--- src/rtl/alarm_sig_pkg.sv ---
package alarm_sig_pkg;
   typedef enum logic [1:0] {
      MODE_LEVEL = 2'd0,
      MODE_PULSE = 2'd1,
      MODE_BLINK = 2'd2,
      MODE_TONE  = 2'd3
   } alarm_mode_e;

   function automatic int unsigned half_cycles(input int unsigned clk_hz,
                                               input int unsigned freq_hz);
      return clk_hz / (2 * freq_hz);
   endfunction
endpackage

--- src/rtl/alarm_wave_gen.sv ---
module alarm_wave_gen #(
   parameter int CW = 8
) (
   input  logic          clk,
   input  logic          rst_n,
   input  logic          run,
   input  logic [CW-1:0] half,
   output logic          on
);
   logic [CW-1:0] cnt;
   logic          phase;

   always_ff @(posedge clk or negedge rst_n) begin
      if (!rst_n) begin
         cnt   <= '0;
         phase <= 1'b0;
      end else if (!run) begin
         cnt   <= '0;
         phase <= 1'b0;
      end else if (cnt >= half - CW'(1)) begin
         cnt   <= '0;
         phase <= ~phase;
      end else begin
         cnt   <= cnt + CW'(1);
      end
   end

   assign on = run & ~phase;
endmodule

--- src/rtl/alarm_combiner.sv ---
module alarm_combiner #(
   parameter int NSRC = 3
) (
   input  logic            clk,
   input  logic            rst_n,
   input  logic [NSRC-1:0] flag,
   input  logic [NSRC-1:0] en,
   output logic            ev
);
   logic [NSRC-1:0] masked;

   for (genvar i = 0; i < NSRC; i++) begin : g_mask
      assign masked[i] = flag[i] & en[i];
   end

   always_ff @(posedge clk or negedge rst_n) begin
      if (!rst_n) ev <= 1'b0;
      else        ev <= |masked;
   end
endmodule

--- src/rtl/alarm_channel.sv ---
module alarm_channel
   import alarm_sig_pkg::*;
#(
   parameter int CW         = 16,
   parameter int PW         = 8,
   parameter int BLINK_HALF = 8000,
   parameter int T400_HALF  = 20,
   parameter int T800_HALF  = 10
) (
   input  logic          clk,
   input  logic          rst_n,
   input  logic          ev,
   input  logic [1:0]    mode,
   input  logic          tone_hi,
   input  logic [PW-1:0] pulse_len,
   output logic          act
);
   alarm_mode_e   mode_e;
   logic          ev_prev;
   logic          rise;
   logic [PW-1:0] pcnt;
   logic [PW-1:0] eff_len;
   logic          blink_on;
   logic          tone_on;
   logic [CW-1:0] tone_half;
   logic          act_d;

   assign mode_e    = alarm_mode_e'(mode);
   assign rise      = ev & ~ev_prev;
   assign eff_len   = (pulse_len == '0) ? PW'(1) : pulse_len;
   assign tone_half = tone_hi ? CW'(T800_HALF) : CW'(T400_HALF);

   alarm_wave_gen #(.CW(CW)) u_blink (
      .clk  (clk),
      .rst_n(rst_n),
      .run  (ev),
      .half (CW'(BLINK_HALF)),
      .on   (blink_on)
   );

   alarm_wave_gen #(.CW(CW)) u_tone (
      .clk  (clk),
      .rst_n(rst_n),
      .run  (ev),
      .half (tone_half),
      .on   (tone_on)
   );

   always_ff @(posedge clk or negedge rst_n) begin
      if (!rst_n) begin
         ev_prev <= 1'b0;
         pcnt    <= '0;
      end else begin
         ev_prev <= ev;
         if (rise)             pcnt <= eff_len - PW'(1);
         else if (pcnt != '0)  pcnt <= pcnt - PW'(1);
      end
   end

   always_comb begin
      unique case (mode_e)
         MODE_LEVEL: act_d = ev;
         MODE_PULSE: act_d = rise | (pcnt != '0);
         MODE_BLINK: act_d = blink_on;
         MODE_TONE:  act_d = tone_on;
         default:    act_d = 1'b0;
      endcase
   end

   always_ff @(posedge clk or negedge rst_n) begin
      if (!rst_n) act <= 1'b0;
      else        act <= act_d;
   end
endmodule

--- src/rtl/thermal_alarm_signaller.sv ---
module thermal_alarm_signaller
   import alarm_sig_pkg::*;
#(
   parameter int CLK_HZ = 16000,
   parameter int NSRC   = 3,
   parameter int PW     = 8
) (
   input  logic            clk,
   input  logic            rst_n,
   input  logic [NSRC-1:0] ovt_flag,
   input  logic [NSRC-1:0] ovt_src_en,
   input  logic            alert_flag,
   input  logic            alert_en,
   input  logic [1:0]      ovt_mode,
   input  logic [1:0]      alert_mode,
   input  logic            ovt_tone_hi,
   input  logic            alert_tone_hi,
   input  logic [PW-1:0]   pulse_len,
   input  logic            beep_en,
   input  logic            beep_src,
   input  logic            beep_tone_hi,
   output logic            ovt_n,
   output logic            alert_n,
   output logic            beep
);
   localparam int BLINK_HALF = int'(half_cycles(CLK_HZ, 1));
   localparam int T400_HALF  = int'(half_cycles(CLK_HZ, 400));
   localparam int T800_HALF  = int'(half_cycles(CLK_HZ, 800));
   localparam int CW         = $clog2(BLINK_HALF + 1);

   if (NSRC < 1 || NSRC > 3) begin : g_bad_nsrc
      $error("NSRC must lie between 1 and 3");
   end
   if (T800_HALF < 1) begin : g_bad_clk
      $error("CLK_HZ must be at least 1600");
   end
   if (PW < 1) begin : g_bad_pw
      $error("PW must be at least 1");
   end

   logic ovt_ev;
   logic alert_ev;
   logic ovt_act;
   logic alert_act;
   logic beep_run;
   logic beep_on;

   alarm_combiner #(.NSRC(NSRC)) u_ovt_comb (
      .clk  (clk),
      .rst_n(rst_n),
      .flag (ovt_flag),
      .en   (ovt_src_en),
      .ev   (ovt_ev)
   );

   alarm_combiner #(.NSRC(1)) u_alert_comb (
      .clk  (clk),
      .rst_n(rst_n),
      .flag (alert_flag),
      .en   (alert_en),
      .ev   (alert_ev)
   );

   alarm_channel #(
      .CW(CW), .PW(PW), .BLINK_HALF(BLINK_HALF),
      .T400_HALF(T400_HALF), .T800_HALF(T800_HALF)
   ) u_ovt_ch (
      .clk      (clk),
      .rst_n    (rst_n),
      .ev       (ovt_ev),
      .mode     (ovt_mode),
      .tone_hi  (ovt_tone_hi),
      .pulse_len(pulse_len),
      .act      (ovt_act)
   );

   alarm_channel #(
      .CW(CW), .PW(PW), .BLINK_HALF(BLINK_HALF),
      .T400_HALF(T400_HALF), .T800_HALF(T800_HALF)
   ) u_alert_ch (
      .clk      (clk),
      .rst_n    (rst_n),
      .ev       (alert_ev),
      .mode     (alert_mode),
      .tone_hi  (alert_tone_hi),
      .pulse_len(pulse_len),
      .act      (alert_act)
   );

   assign beep_run = beep_en & (beep_src ? alert_ev : ovt_ev);

   alarm_wave_gen #(.CW(CW)) u_beep_gen (
      .clk  (clk),
      .rst_n(rst_n),
      .run  (beep_run),
      .half (beep_tone_hi ? CW'(T800_HALF) : CW'(T400_HALF)),
      .on   (beep_on)
   );

   always_ff @(posedge clk or negedge rst_n) begin
      if (!rst_n) beep <= 1'b0;
      else        beep <= beep_on;
   end

   assign ovt_n   = ~ovt_act;
   assign alert_n = ~alert_act;
endmodule

--- config.mk ---
export PLATFORM = sky130hd
export DESIGN_NAME = thermal_alarm_signaller
export DESIGN_NICKNAME = d
export VERILOG_FILES = /design/src/rtl/alarm_sig_pkg.sv /design/src/rtl/alarm_wave_gen.sv /design/src/rtl/alarm_combiner.sv /design/src/rtl/alarm_channel.sv /design/src/rtl/thermal_alarm_signaller.sv
export SDC_FILE = /design/constraint.sdc
export NUM_CORES = 1
export LEC_CHECK = 0
export BUFFER_PORTS_ARGS = -buffer_cell sky130_fd_sc_hd__buf_2
export CORE_ASPECT_RATIO = 0.8
export CORE_UTILIZATION = 30
export CTS_CLUSTER_DIAMETER = 50
export DETAILED_ROUTE_END_ITERATION = 7
export PLACE_DENSITY = 0.44
export SYNTH_ARGS = -nofsm -noshare
export SYNTH_HDL_FRONTEND = slang
export SYNTH_SLANG_ARGS = --single-unit
--- constraint.sdc ---
create_clock -name clk -period 3.15 [get_ports clk]
set_clock_uncertainty 0.2 [all_clocks]
set_input_delay 0.315 -clock clk [delete_from_list [all_inputs] [get_ports clk]]
set_output_delay 0.315 -clock clk [all_outputs]
set_load 0.02 [all_outputs]
==> metrics.md, run 1 <==
| Metric | Value |
|---|---|
| Worst slew margin | `53.73%` |
| DR vias/cell | `4.463` |
| Tcrit/Tclk final | `72.04%` |
| Clock buffer depth | `2` |
| Initial antenna violation count | `0` |
| Core area | `13840 um^2` |
| Synth Register Bits | `93` |
| Wl on met1 | `4.578 mm` |
| Layout area overhead | `18.16%` |
| Pins Over Slew Limit | `0` |
| First-pass GRT wire length | `14.63 mm` |
| Final cell count without fillers | `656` |
| DRT Wirelength | `8.286 mm` |
| Synth Warn # | `0` |
| Row cnt | `38` |
| R2R Path Start | `u_alert_ch.pcnt[4]` |
| Max Freq | `440.7 MHz` |
| Crit path kind | `reg -> reg` |
| Max Cap Viol | `0` |
| Synth area leader | `dfrtp_1` |
| Most common cell in the netlist | `dfrtp_1` |
| Vias | `2928` |
| WP data required | `3.20 ns` |
| Metal3 WL | `326 um` |
| Top Layer Used | `met4` |
| Fraction of layout cells with a size suffix above 1 | `12.39%` |
| Min Tclk post-route | `2.269 ns` |
| Setup TNS | `0 ns` |
| Post-synth EDFFs | `0` |
| # DRC | `0` |
| All-Layer GR Usage | `12.79%` |
| Die X | `136.3 um` |
| Worst-skew pair later-pin latency | `0.34 ns` |
| Ant diodes | `0` |
| 1st-iter DRT viols | `99` |
| Main synth FF type | `dfrtp_1` |
| RSZ-0062 raised after global routing | `false` |
| Hold Slack | `0.02439 ns` |
| GRT overflow | `0` |
| Clk sinks | `93` |
| Setup slack, reg-to-reg | `0.88 ns` |
| Resized Gates After CTS | `0` |
| Num CTS Buffers | `9` |
| Worst R2R End | `u_alert_ch.pcnt[1]` |
| CTS tree | `done` |
| Worst-path clk slew | `0.06 ns` |
| Hold Crit Endpoint | `u_ovt_ch.act` |
| Largest cells by area after synthesis | `dfrtp_1 (54%), xnor2_1 (5.9%), nor2_1 (5.7%)` |
| Syn avg cell area | `10.53 um^2` |
| Startpoint Class | `register` |
| Maximum VDD drop | `0.0002772 V` |
| H-tree depth | `3` |
| Die Area | `14910 um^2` |
| Setup violations, final | `0` |
| Total chip power | `2.939 mW` |
| Yosys cell types | `46` |
| Dpl cells | `638` |
| I/O Buffers | `29` |
| Mapped Cells | `411` |
| Final hold viol count | `0` |
| Place WS | `0.6780 ns` |
| Asr flop ratio synth | `100.0%` |
| Antenna-violating nets left | `0` |
| Nets | `518` |
| Outcome | `finished clean` |
| Peak fanout along the critical path | `7` |
| Arrival time worst endpoint | `2.32 ns` |
| Worst-Margin Slew | `0.6934 ns` |
| Crit path setup slack, layout | `0.8808 ns` |
| Wire per inst | `12.63 um` |
| Hold Startpoint | `ovt_mode[1]` |
| Critical Path Sink Type | `register` |
| Pwr dens | `574.6 nW/um^2` |
| Die height | `109.4 um` |
| Seq/Total Area, Yosys | `53.77%` |
| Drt pass-1 iters | `5` |
| Hold Path Class | `in -> reg` |
| Met2 wire len | `3.275 mm` |
| Vias in the first global route | `2975` |
| CTS Root Buffer Type | `clkbuf_16` |
| Placer Congestion | `0.8077` |
| Most frequent cells after synthesis | `dfrtp_1 (93), nor2_1 (66), xnor2_1 (29)` |
| Hold path depth | `2` |
| Largest net degree at the start of global routing | `49` |
| Area share of the largest cell type after synthesis | `53.77%` |
| Dpl hpwl | `5.914 mm` |
| Synth Cell Area | `4328 um^2` |
| Lkg Pwr | `2.266 nW` |
| Reg2Reg Depth | `4` |
| Initial Util | `31.28%` |
| Boundary Pins | `30` |
## per-stage QoR
stage / util, % / instance area (um^2)
3_3_place_gp: 34.57 / 4783
5_1_grt: 36.96 / 5114
2_1_floorplan: - / 4403
4_1_cts: 36.96 / 5114
6_report: 36.96 / 5114
3_5_place_dp: 34.57 / 4783
## flip-flops by register name (all words and copies together), names as in the netlist
register	flops
u_alert_ch.u_tone.cnt	13
u_ovt_ch.u_tone.phase	1
u_alert_ch.u_blink.phase	1
u_alert_ch.u_tone.phase	1
u_alert_ch.act	1
u_alert_comb.ev	1
u_ovt_ch.u_tone.cnt	13
u_ovt_ch.act	1
u_alert_ch.u_blink.cnt	13
u_ovt_ch.u_blink.cnt	13
u_alert_ch.pcnt	8
u_beep_gen.phase	1
u_alert_ch.ev_prev	1
u_ovt_ch.u_blink.phase	1
u_beep_gen.cnt	13
u_ovt_comb.ev	1
beep	1
u_ovt_ch.pcnt	8
u_ovt_ch.ev_prev	1
## worst max-delay path: stages (launching register included)
cell and delay, ns:
dfrtp_1 0.41, or4_4 0.54, or4b_4 0.58, mux2_4 0.33, mux2i_2 0.13
## repair_timing
item                                    CTS  global route
endpoints found under the setup margin    0             0
hold endpoints to repair                 46             0
buffers inserted                          0             0
hold buffers                              3             0
## routing by layer
metal	vias up	track usage [%]
met5	-	0
met4	0	3.889
met3	8	3.965
met2	36	18.35
met1	1364	18.24
li1	1520	-
## worst max-delay path by stage
stage	slack, ns	start	endpoint
2_1_floorplan	0.92	u_alert_ch.pcnt[5]	u_alert_ch.pcnt[1]
3_3_place_gp	0.75	pulse_len[3]	u_ovt_ch.pcnt[4]
3_5_place_dp	0.68	pulse_len[3]	u_ovt_ch.pcnt[4]
4_1_cts	0.88	u_alert_ch.pcnt[4]	u_alert_ch.pcnt[1]
5_1_grt	0.77	u_alert_ch.u_tone.cnt[1]	u_alert_ch.u_tone.phase
6_report	0.88	u_alert_ch.pcnt[4]	u_alert_ch.pcnt[1]
## area by class of cell
type	count	area [um^2]
Timing Repair Buffer	38	222.7
Multi-Input combinational cell	303	1937
Tap cell	180	225.2
Clock inverter	4	47.55
Fill cell	1396	8722
Sequential cell	93	2327
Inverter	27	101.3
Clock buffer	11	252.7
## cells in the final DEF, fill, tap and decap left out, types with 12 or more instances in the layout
master    n
dfrtp_1  93
nor2_1   66
xnor2_1  29
buf_2    28
inv_1    27
nand3_1  22
conb_1   21
ha_1     19
xor2_1   17
nand2_1  12
## cell families (layout without fill, tap and decap cells)
kind of cell | after synthesis | count (layout) | share of synthesized area [%]
AOI/OAI and AO/OA | 49 | 49 | 7.459
other | 1 | 21 | 0.08665
muxes | 10 | 10 | 2.573
and+or+nand+nor | 158 | 158 | 18.10
xor gates and xnor gates | 46 | 46 | 9.309
buffers and inverters | 35 | 80 | 3.209
adders and majority gates | 19 | 19 | 5.493
DFF | 93 | 93 | 53.77
## report_power, final
part | switching [mW] | internal [mW] | total (mW) | leakage (nW)
Sequential | 0.119 | 1.31 | 1.43 | 1.19
Clock | 0.437 | 0.651 | 1.09 | 0.147
Combinational | 0.215 | 0.205 | 0.419 | 0.928
Power figures use the tool's default switching activity.
==> run 2: changes to the inputs <==
==> constraint.sdc (replaced) <==
create_clock -name clk -period 2.2 [get_ports clk]
set_clock_uncertainty 0.2 [all_clocks]
set_input_delay 0.22 -clock clk [delete_from_list [all_inputs] [get_ports clk]]
set_output_delay 0.22 -clock clk [all_outputs]
set_load 0.02 [all_outputs]
==> run 2 against run 1 <==
- clock power increased by 47%
- design area increased by 3.0%
- combinational power increased by 57%
- wire length increased by 3.4%
- critical endpoint unchanged
- largest cell class unchanged
- largest power group unchanged
==> metrics.md, run 2 (synthesis results as in run 1) <==
| Metric | Value |
|---|---|
| Layout area overhead | `21.68%` |
| CTS tree | `done` |
| Startpoint Class | `register` |
| Arrival time worst endpoint | `2.23 ns` |
| Antenna-violating nets left | `0` |
| Maximum VDD drop | `0.0004756 V` |
| WP data required | `2.26 ns` |
| Die height | `109.4 um` |
| CTS Root Buffer Type | `clkbuf_16` |
| Die Area | `14910 um^2` |
| Slowest cell on the critical path | `or4_4` |
| Worst-path clk slew | `0.07 ns` |
| First-pass GRT wire length | `14.95 mm` |
| Placer Congestion | `0.7806` |
| Wire per inst | `12.79 um` |
| Dpl hpwl | `6.094 mm` |
| Buf/Inv on CP | `0` |
| Hold Path Class | `in -> reg` |
| Lkg Pwr | `2.345 nW` |
| Crit path kind | `reg -> reg` |
| Dpl cells | `646` |
| Max Cap Viol | `0` |
| Worst-Margin Slew | `0.6337 ns` |
| Crit-path cells | `or4_4 -> or4b_4 -> mux2_4 -> mux2i_2` |
| RSZ-0062 raised after global routing | `true` |
| Die X | `136.3 um` |
| Core area | `13840 um^2` |
| Nets | `531` |
| Max Freq | `459.5 MHz` |
| Final hold viol count | `0` |
| Boundary Pins | `30` |
| Reg2Reg Depth | `4` |
| Outcome | `finished clean` |
| Peak fanout along the critical path | `3` |
| GRT overflow | `0` |
| Vias | `3054` |
| Final cell count without fillers | `670` |
| CP max stage delay | `0.55 ns` |
| Drt pass-1 iters | `5` |
| Min Tclk post-route | `2.176 ns` |
| Ant diodes | `0` |
| Setup violations, final | `0` |
| Clock buffer depth | `2` |
| Worst slew margin | `57.75%` |
| Initial Util | `31.28%` |
| WP depth | `4` |
| Initial antenna violation count | `1` |
| CP delay by family, top | `simple AND/OR/NAND/NOR gates` |
| Worst-skew pair later-pin latency | `0.34 ns` |
| I/O Buffers | `29` |
| Total chip power | `4.299 mW` |
| Hold Slack | `0.03607 ns` |
| Critical Path Sink Type | `register` |
| H-tree depth | `3` |
| Largest net degree at the start of global routing | `38` |
| Most common cell after layout, fill and taps aside | `dfrtp_1` |
| Clk sinks | `93` |
| DRT Wirelength | `8.570 mm` |
| Row cnt | `38` |
| Pins Over Slew Limit | `0` |
| # DRC | `0` |
| Most frequent cells in the layout | `dfrtp_1 (93), nor2_1 (66), xnor2_1 (28), buf_2 (28), inv_1 (27)` |
| Setup TNS | `0 ns` |
| Fraction of layout cells with a size suffix above 1 | `14.29%` |
| Tcrit/Tclk final | `98.92%` |
| Num CTS Buffers | `9` |
| Final core occ | `38.06%` |
| DR vias/cell | `4.558` |
| 1st-iter DRT viols | `102` |
| Pwr dens | `816.3 nW/um^2` |
| Hold path depth | `3` |
| All-Layer GR Usage | `12.96%` |
| Vias in the first global route | `3072` |
-- run 2: cell types whose count changed in the layout (fill, tap and decap cells not counted), moves of 2 or more --
| cell | before | now |
|---|---|---|
| dlygate4sd3_1 | 3 | 7 |
| buf_4 | 7 | 13 |
| buf_12 | 0 | 2 |
| inv_6 | 0 | 2 |
-- run 2: through the flow --
| step | setup slack (ns) | area (um^2) |
|---|---|---|
| after CTS | 0.01889 | 5254 |
| after floorplan | -0.02517 | 4403 |
| after global placement | 0.01710 | 4868 |
| after detailed placement | 0.01614 | 4868 |
| after global routing | -0.03666 | 5266 |
| final | 0.02371 | 5266 |
-- run 2: cell type report --
class / instances / area (um^2)
clock buffer: 10 / 239.0
clock inverter: 6 / 68.82
fill: 1371 / 8569
inverter: 27 / 101.3
multi-input combinational: 303 / 1946
sequential: 93 / 2327
tap: 180 / 225.2
timing repair buffer: 51 / 359.1
-- run 2: timing repair --
item	4_1_cts	5_1_grt
endpoints found under the setup margin	1	8
hold endpoints to repair	39	0
hold buffers	7	0
gates resized for setup	0	3
pin swaps	0	1
buffers inserted	1	0
-- run 2: worst register-to-register path: cells and delay by family (launching register included) --
| family | cells | cell delay [ns] |
|---|---|---|
| flops | 1 | 0.38 |
| simple gates | 2 | 1.07 |
| mux | 2 | 0.45 |
-- run 2: final timing paths --
check,start,to,slack [ns]
worst max register to register,u_alert_ch.pcnt[5],u_alert_ch.pcnt[1],0.02
worst min register to register,u_beep_gen.phase,beep,0.24
max in group asynchronous,rst_n,u_beep_gen.phase,1.05
worst max-delay path,u_alert_ch.pcnt[5],u_alert_ch.pcnt[1],0.02
worst min-delay path,ovt_mode[0],u_ovt_ch.act,0.04
min in group asynchronous,rst_n,u_alert_ch.u_tone.cnt[1],0.20
-- run 2: per-layer routing --
metal  track usage [%]  wire length [um]  vias to the layer above
li1                  -                 -                     1541
met1             17.87              4490                     1456
met2             19.58              3669                       46
met3             3.642               305                        9
met4             4.048                91                        2
met5                 0                13                        -
-- run 2: power breakdown --
group	internal, mW	switching, mW	total [mW]
sequential	1.88	0.164	2.04
clock	0.920	0.680	1.60
combinational	0.331	0.324	0.656
==> run 3: changes to the inputs <==
--- a/config.mk
+++ b/config.mk
@@ -7,10 +7,12 @@
 export LEC_CHECK = 0
 export BUFFER_PORTS_ARGS = -buffer_cell sky130_fd_sc_hd__buf_2
 export CORE_ASPECT_RATIO = 0.8
-export CORE_UTILIZATION = 30
+export CORE_UTILIZATION = 60
+export CTS_BUF_LIST = sky130_fd_sc_hd__clkbuf_16
 export CTS_CLUSTER_DIAMETER = 50
 export DETAILED_ROUTE_END_ITERATION = 7
-export PLACE_DENSITY = 0.44
+export GPL_TIMING_DRIVEN = 0
+export PLACE_DENSITY = 0.78
 export SYNTH_ARGS = -nofsm -noshare
 export SYNTH_HDL_FRONTEND = slang
 export SYNTH_SLANG_ARGS = --single-unit
==> run 3 against run 2 <==
- the run now ends with setup timing left
- final cell count decreased by 14%
- worst setup slack got worse by 0.026 ns
- fmax decreased by 1.2%
- design area decreased by 2.3%
- core utilization increased by 36 points
- largest cell class unchanged
- largest power group unchanged
==> metrics.md, run 3 (synthesis results as in run 1) <==
| Metric | Value |
|---|---|
| Final hold viol count | `0` |
| Drt pass-1 iters | `4` |
| Placer Congestion | `0.8087` |
| H-tree depth | `3` |
| CP max stage delay | `0.54 ns` |
| Antenna-violating nets left | `0` |
| DR vias/cell | `5.581` |
| Min Tclk post-route | `2.202 ns` |
| Worst-path clk slew | `0.06 ns` |
| WP data required | `2.25 ns` |
| Initial antenna violation count | `0` |
| GRT overflow | `0` |
| Nets | `529` |
| Pint | `3.100 mW` |
| Failing checks | `setup timing` |
| Die X | `96.96 um` |
| Row cnt | `27` |
| Setup violations, final | `1` |
| R2R Path Start | `u_alert_ch.pcnt[5]` |
| Multi-input logic area | `1998 um^2` |
| Net Sw Frac | `27.04%` |
| Boundary Pins | `30` |
| Most frequent cells in the layout | `dfrtp_1 (93), nor2_1 (66), xnor2_1 (28), buf_2 (28), inv_1 (27)` |
| Filler cell count in the final layout | `474` |
| DRT Wirelength | `8.592 mm` |
| Outcome | `finished with violations` |
| Pwr dens | `825.9 nW/um^2` |
| Die Area | `7559 um^2` |
| Layout area overhead | `18.88%` |
| Peak fanout along the critical path | `3` |
| Comb power frac | `16.4%` |
| Arrival time worst endpoint | `2.25 ns` |
| RSZ-0062 raised after global routing | `true` |
| Place WS | `-0.3068 ns` |
| Crit path setup slack, layout | `-0.001830 ns` |
| Tcrit/Tclk final | `100.1%` |
| Setup TNS | `-0.001830 ns` |
| 1st-iter DRT viols | `140` |
| Most common cell after layout, fill and taps aside | `dfrtp_1` |
| Worst-Margin Slew | `0.5698 ns` |
| Wire per inst | `14.94 um` |
| DP Area | `4687 um^2` |
| # DRC | `0` |
| Crit path kind | `reg -> reg` |
| Fraction of layout cells with a size suffix above 1 | `14.75%` |
| P_sw | `1.149 mW` |
| Maximum VDD drop | `0.0004206 V` |
| Clock buffer depth | `2` |
| First-pass GRT wire length | `14.81 mm` |
| Num CTS Buffers | `9` |
| Worst setup path startpoint | `u_alert_ch.pcnt[5]` |
| Sequential share of power | `48.3%` |
| Initial Util | `62.49%` |
| Max Freq | `454.2 MHz` |
| Pins Over Slew Limit | `0` |
| Worst slew margin | `61.03%` |
| I/O Buffers | `29` |
| Crit-path cells | `or4_4 -> or4b_4 -> mux2_4 -> mux2i_2` |
| Dpl hpwl | `5.732 mm` |
| Clock share of power | `35.3%` |
| Max Cap Viol | `0` |
| Largest net degree at the start of global routing | `61` |
| Hold Slack | `0.06295 ns` |
| Ant diodes | `0` |
| Final Cell Area | `5145 um^2` |
| CTS tree | `done` |
| CTS Root Buffer Type | `clkbuf_16` |
| Hold Startpoint | `pulse_len[4]` |
| Worst-skew pair later-pin latency | `0.33 ns` |
| Slowest cell on the critical path | `or4_4` |
| All-Layer GR Usage | `24.88%` |
| Hold Path Class | `in -> reg` |
| Clk sinks | `93` |
| Startpoint Class | `register` |
| Vias in the first global route | `3264` |
| Storage cell area | `2327 um^2` |
| Die height | `77.97 um` |
| Vias | `3209` |
| Critical Path Sink Type | `register` |
| Lkg Pwr | `2.319 nW` |
| Core area | `6925 um^2` |
==> run 3: changes by cell type in the layout (fill, tap and decap cells not counted), moves of 3 or more <==
cell       previous run  this run
clkbuf_1              0         4
o2111ai_1             3         0
buf_4                13         6
o2111ai_2             0         3
==> run 3: worst paths after layout <==
kind                                             end  slack [ns]  depth (start not counted)
setup reg to reg                  u_alert_ch.pcnt[1]      -0.002                          4
hold / removal                    u_alert_ch.pcnt[4]        0.06                          4
hold reg to reg                                 beep        0.25                          1
min in group asynchronous          u_beep_gen.cnt[4]        0.18                          2
setup / recovery                  u_alert_ch.pcnt[1]      -0.002                          4
max in group asynchronous  u_alert_ch.u_blink.cnt[1]        0.98                          3
==> run 3: per-layer routing <==
metal / up-vias / GRT usage, % / routed length, um / share of wire (%)
li1: 1542 / - / - / -
met1: 1567 / 31.48 / 3795 / 44
met2: 80 / 42.11 / 4250 / 49
met3: 20 / 7.027 / 378 / 4.4
met4: 0 / 7.015 / 167 / 1.9
met5: - / 0 / 0 / 0
==> run 3: critical path: cells and delay by family, from the launching register on <==
family | cells | cell delay, ns
flip-flops | 1 | 0.38
AND/OR/NAND/NOR | 2 | 1.08
multiplexers | 2 | 0.46
==> run 3: power groups by stage <==
| stage | sequential, mW | clock, mW | combinational, mW |
|---|---|---|---|
| floorplan | 2.03 | 0 | 0.447 |
| global placement | 2.06 | 0 | 0.570 |
| detailed placement | 2.07 | 0 | 0.605 |
| CTS | 2.04 | 1.53 | 0.672 |
| global route | 2.08 | 1.60 | 0.781 |
| finish | 2.05 | 1.50 | 0.698 |
==> run 3: layout make-up <==
class	instances	share of cell area [%]
well taps	87	2.116
repair buffers	43	5.715
flip-flops and latches	93	45.23
clock buffers	9	4.377
multi-input cells	303	38.84
inverters	27	1.970
plain buffers	6	0.4864
clock inverters	7	1.265
==> run 3: what timing repair did <==
action / 4_1_cts / 5_1_grt
pin swaps: 2 / 4
resized for setup: 6 / 11
setup endpoints to repair: 17 / 31
hold buffers: 7 / 0
hold endpoints to repair: 37 / 0
buffers inserted: 5 / 1
==> run 3: through the flow <==
stage	utilization, %	total power, mW	cells
after floorplan	-	2.480	431
after global placement	67.24	2.635	547
after detailed placement	67.68	2.679	548
after CTS	73.59	4.242	575
after global routing	74.29	4.465	575
final	74.29	4.249	575
